===== config.mk =====
export PLATFORM = sky130hd
export DESIGN_NAME = ones_run_detector
export DESIGN_NICKNAME = d
export VERILOG_FILES = /design/src/rtl/ord_pkg.sv /design/src/rtl/ord_next_state.sv /design/src/rtl/ord_state_reg.sv /design/src/rtl/ones_run_detector.sv
export SDC_FILE = /design/constraint.sdc
export NUM_CORES = 1
export LEC_CHECK = 0
export BUFFER_PORTS_ARGS = -buffer_cell sky130_fd_sc_hd__buf_2
export CORE_AREA = 2 2 39 41
export CTS_CLUSTER_SIZE = 10
export DETAILED_ROUTE_END_ITERATION = 10
export DIE_AREA = 0 0 41 43
export PLACE_DENSITY_LB_ADDON = 0.2
export SLEW_MARGIN = 20
export SYNTH_ARGS = -nofsm -noshare
export SYNTH_HDL_FRONTEND = slang
export SYNTH_HIERARCHICAL = 1
export SYNTH_SLANG_ARGS = --single-unit
export TNS_END_PERCENT = 1

===== constraint.sdc =====
create_clock -name clk_i -period 1.32 [get_ports clk_i]
set_input_delay 0.198 -clock clk_i [delete_from_list [all_inputs] [get_ports clk_i]]
set_output_delay 0.198 -clock clk_i [all_outputs]
set_load 0.1 [all_outputs]

===== src/rtl/ord_pkg.sv =====
package ord_pkg;
  typedef struct packed {
    logic valid;
    logic data;
  } ord_sample_t;
endpackage


===== src/rtl/ord_next_state.sv =====
module ord_next_state #(
  parameter int RUN_LEN = 3,
  localparam int SW = $clog2(RUN_LEN + 1)
) (
  input  ord_pkg::ord_sample_t smp_i,
  input  logic [SW-1:0]        cur_i,
  output logic [SW-1:0]        nxt_o,
  output logic                 nxt_det_o
);
  localparam logic [SW-1:0] TOP = SW'(RUN_LEN);

  always_comb begin
    if (!smp_i.valid)     nxt_o = cur_i;
    else if (!smp_i.data) nxt_o = '0;
    else if (cur_i == TOP) nxt_o = TOP;  // saturate
    else                  nxt_o = cur_i + SW'(1);
  end

  assign nxt_det_o = (nxt_o == TOP);
endmodule


===== src/rtl/ord_state_reg.sv =====
module ord_state_reg #(
  parameter int SW = 2
) (
  input  logic          clk_i,
  input  logic          rst_ni,
  input  logic [SW-1:0] nxt_i,
  input  logic          nxt_det_i,
  output logic [SW-1:0] state_o,
  output logic          det_o
);
  always_ff @(posedge clk_i or negedge rst_ni) begin
    if (!rst_ni) begin
      state_o <= '0;
      det_o   <= 1'b0;
    end else begin
      state_o <= nxt_i;
      det_o   <= nxt_det_i;
    end
  end
endmodule


===== src/rtl/ones_run_detector.sv =====
module ones_run_detector #(
  parameter int RUN_LEN = 3,
  localparam int SW = $clog2(RUN_LEN + 1)
) (
  input  logic          clk_i,
  input  logic          rst_ni,
  input  logic          valid_i,
  input  logic          data_i,
  output logic          detect_o,
  output logic [SW-1:0] state_o
);
  ord_pkg::ord_sample_t smp;
  logic [SW-1:0] state_q;
  logic [SW-1:0] state_d;
  logic          det_d;
  logic          det_q;

  assign smp.valid = valid_i;
  assign smp.data  = data_i;

  ord_next_state #(.RUN_LEN(RUN_LEN)) u_next (
    .smp_i     (smp),
    .cur_i     (state_q),
    .nxt_o     (state_d),
    .nxt_det_o (det_d)
  );

  ord_state_reg #(.SW(SW)) u_reg (
    .clk_i     (clk_i),
    .rst_ni    (rst_ni),
    .nxt_i     (state_d),
    .nxt_det_i (det_d),
    .state_o   (state_q),
    .det_o     (det_q)
  );

  assign state_o  = state_q;
  assign detect_o = det_q;
endmodule


Yosys cells after proc, flatten, opt, wreduce, memory -nomap -nowiden
Index checks and enable logic that the tools add are counted.
Widths: inputs -> output; s select.
{"block": "totals", "in_bits": 4, "regBits": 3}
{"block": "classes", "mux": 3, "n_addsub": 1, "eq_ne": 2}
{"cell": "$mux 2", "count": 3}
{"cell": "$eq 2x2->1 const B", "count": 2}
{"cell": "$add 2x1->2 const B", "count": 1}

Depth between registers and ports, before layout
{"block": "depth", "word_depth": 5, "ltp_mapped": 2, "mapped_depth_nobuf": 2}

Modules after synthesis
Netlist, hierarchy kept.
{"mod": "ord_state_reg", "cells_per_inst": 3, "instances": 1, "area_per_inst_um2": 75.1}
{"mod": "ord_next_state", "cells_per_inst": 8, "instances": 1, "area_per_inst_um2": 42.5}

Worst setup path after synthesis
Ideal clock, no wire load.
{"block": "synth_timing", "kind": "register to register", "from": "register u_reg.state_o[0]", "to": "register u_reg.state_o[0]", "stages_incl_launch_ff": 3, "required_time_ns": 1.189, "t_arrival_ns": 1.215, "synth_period_minus_slack_ns": 1.346, "n_path_buf": 0, "path_slack_ns": -0.026, "path_cell_list": "dfrtp_1 nor2b_1 o21ai_0"}
{"block": "synth_via", "elab_chain_len": 4, "word_cells_on_any_way": 5, "cone_classes": "add/sub: 1; eq/ne: 1; mux: 3"}
{"element": "from (decl)", "line_no": "ord_state_reg.sv:8", "text": "output logic [SW-1:0] state_o,"}
{"element": "from (signal assigned)", "line_no": "ord_state_reg.sv:16", "text": "state_o <= nxt_i;"}
{"element": "$add 2x1->2 or $eq 2x2->1 (tied branches)", "line_no": "ord_next_state.sv:16, ord_next_state.sv:15"}
{"element": "$mux 2", "line_no": "ord_next_state.sv:15", "text": "else if (cur_i == TOP) nxt_o = TOP;"}
{"element": "$mux 2", "line_no": "ord_next_state.sv:14", "text": "else if (!smp_i.data) nxt_o = '0;"}
{"element": "$mux 2 *", "line_no": "ord_next_state.sv:13", "text": "if (!smp_i.valid) nxt_o = cur_i;"}
{"element": "net state_d[0]", "line_no": "ones_run_detector.sv:14", "text": "logic [SW-1:0] state_d;"}
Mark *: on every way through the listed nets, which the timed path passes. The rest lies on a longest branch.

Final worst setup path
{"block": "layout_timing", "from": "register u_reg.state_o[1]", "to": "output port state_o[1]"}
{"element": "to (decl)", "line_no": "ones_run_detector.sv:10", "text": "output logic [SW-1:0] state_o"}
No word-level cell between the ends.

==> results.tsv <==
stage	metric	value	unit
worst_setup_path	max_stage_delay	0.45	ns
pwr	switching_share	39.46	%
timing	maxSlewHeadroom	67.86	%
cells_and_area	num_antenna_cells	0	
floorplan	core_region_area	1384	um2
grt	grt_max_degree	5	
worst_setup_path	crit_path_end	state_o[1]	
clocking	cts_sinks	3	
timing	drv_slew	0	
pwr	peakVddDrop	0.2023	mV
synthesis	netlist_top_cells_area	dfrtp_1 (64%), a21oi_1 (8.5%), a21boi_1 (6.4%), nand2b_1 (5.3%), nor2b_1 (5.3%)	
synthesis	synth_fp_nets	15	
timing	tns	0	ns
floorplan	start_util	8.499	%
worst_setup_path	path_class	reg2out	
detailed_routing	wl_per_cell	7.553	um
detailed_routing	drt_iter0_drc	0	
pwr	comb_power_share	31.8	%
pwr	p_per_area	1930	nW/um2
floorplan	fp.dieH	43	um
worst_setup_path	startpoint_type	flip-flop	
worst_setup_path	crit_family	buffers and inverters	
pwr	switchingPower	156.3	uW
timing	period_share	94.85	%
synthesis	ys_types	8	
detailed_routing	via_per_inst	2.974	
synthesis	synthCells	11	
clocking	cts_tree	done	
cells_and_area	area_growth	74.47	%
timing	fmax	798.7	MHz
cells_and_area	drive_gt1_share	45.45	%
worst_setup_path	end_kind	primary output	
synthesis	syn_area	117.6	um2
clocking	root_buffer	clkbuf_4	
timing	setup_viol	0	
grt	grt_pass1_vias	124	
pwr	pwr-share-seq	28.9	%
pwr	internal_power	239.8	uW
detailed_routing	antenna_left	0	
placement	detailed_place_hpwl	228.2	um
min_path	hold_class	in2reg	
worst_setup_path	required	1.12	ns
placement	port_buffers	6	
worst_setup_path	crit_chain	buf_2	
synthesis	synth-seq-cells	3	
outcome	status	finished, final reports clean	
grt	grt_pass1_wl	441	um
detailed_routing	vias	113	
grt	grt_use_total	4.418	%
synthesis	ys_seq_area_share	63.83	%
timing	final_hold_viol_count	0	
worst_setup_path	crit_arrival	1.05	ns
clocking	numCtsBuffers	3	
worst_setup_path	reg2reg_to	u_reg/state_o[0]	
pwr	pwr-share-clk	39.4	%
job	maxCapViolCount	0	
worst_setup_path	reg2reg_depth	2	
worst_setup_path	critPathSlowestCell	buf_2	
worst_setup_path	cp_max_fo	4	
placement	gp_congestion	0.5233	
pwr	p_leak	0.0001015	uW
synthesis	synth_top_area_share	63.83	%
timing	rsz0062_at_grt	no	
floorplan	io_pins	7	
cells_and_area	nFillCells	157	
cells_and_area	final_nets	27	
clocking	cts_max_level	1	
detailed_routing	firstDrtPassIters	1	
worst_setup_path	r2r_slack	0.54	ns
grt	antenna_found_initial	0	
worst_setup_path	crit_cells	1	
cells_and_area	multi_input_area	38.79	um2
synthesis	synth_top_cell_by_area	dfrtp_1	
worst_setup_path	path_buf_inv	1	
timing	fin_crit	1.252	ns
worst_setup_path	reg2reg_from	u_reg/state_o[0]	
clocking	cts_buffer_depth	2	
timing	tightest_slew	0.4855	ns
detailed_routing	drt-total-wl	287	um
pwr	fin_total_pwr	396.1	uW
clocking	clock_latency	0.23	ns
cells_and_area	register_area	76.32	um2
worst_setup_path	startpoint	u_reg/state_o[1]	
synthesis	yosysWarnings	6	
timing	clock_skew	0.002569	ns
floorplan	die_w	41	um
clocking	clk_pin_slew_worst_paths	0.03	ns
synthesis	avgSynthCellArea	10.69	um2
grt	grt-ovfl-total	0	
floorplan	dieArea	1763	um2
detailed_routing	drc_errors	0	
floorplan	fp-row-count	14	
cell type report:
type,count,share of cell area (%)
flip-flops and latches,3,37.20
repair buffers,7,19.51
multi-input cells,7,18.90
clock buffers,4,12.80
well taps,16,9.756
inverters,1,1.829
layer usage:
metal  vias up  routed length, um  global-route usage, %
li1         57                  -                      -
met1        49                128                  4.823
met2         7                106                  4.375
met3         0                 53                  1.571
met4         0                  0                  8.000
met5         -                  0                      0
cells in the mapped netlist, drive strengths merged:
library cell	number
o21ai	1
nand2	1
nor2b	1
a21boi	1
inv	1
nand2b	1
dfrtp	3
a21oi	2
per-stage QoR:
stage                     setup slack, ns  cell area [um2]  hold slack [ns]  std cells  util, %
after floorplan                   0.06328            118.9         -0.09759         11        -
after global placement             0.3121            168.9        -0.007027         33    12.21
after CTS                         0.05558            205.2           0.1853         38    14.83
final                             0.06794            205.2           0.1919         38    14.83
after detailed placement           0.3046            168.9        -0.005018         33    12.21
after global routing              0.02000            205.2           0.2177         38    14.83
kinds of logic after synthesis:
group	count (synthesis)	synth area share (%)
DFF	3	63.83
and+or+nand+nor	3	13.83
buffers and inverters	1	3.188
AOI/OAI and AO/OA	4	19.15
registers in the layout, indices dropped and copies added, names as in the netlist:
| register | flops |
|---|---|
| u_reg/state_o | 2 |
| u_reg/det_o | 1 |
layout by cell type (no fill, tap or decap), drive strengths merged:
master,netlist,routed
dlygate4sd3,0,1
nor2b,1,1
dfrtp,3,3
buf,0,6
clkbuf,0,4
nand2,1,1
inv,1,1
nand2b,1,1
a21oi,2,2
a21boi,1,1
o21ai,1,1
worst min-delay path by stage:
stage	start	to	slack, ns	cells after the start
5_1_grt	valid_i	u_reg/state_o[1]	0.22	2
2_1_floorplan	rst_ni	u_reg/det_o	-0.1	0
3_5_place_dp	rst_ni	u_reg/det_o	-0.005	1
3_3_place_gp	rst_ni	u_reg/det_o	-0.007	1
6_report	valid_i	u_reg/state_o[1]	0.19	2
4_1_cts	valid_i	u_reg/state_o[1]	0.19	2
what timing repair did:
action,4_1_cts,5_1_grt
hold buffers,1,0
setup buffers,0,0
hold endpoints to repair,3,0
resized for setup,0,0
setup endpoints to repair,0,0
power groups by stage:
stage / clock (uW) / combinational [uW] / sequential, uW
2_1_floorplan: 0 / 14.5 / 200
3_3_place_gp: 0 / 124 / 115
3_5_place_dp: 0 / 124 / 116
4_1_cts: 164 / 126 / 115
5_1_grt: 173 / 131 / 117
6_report: 156 / 126 / 114
(Power assumes the default switching activity.)
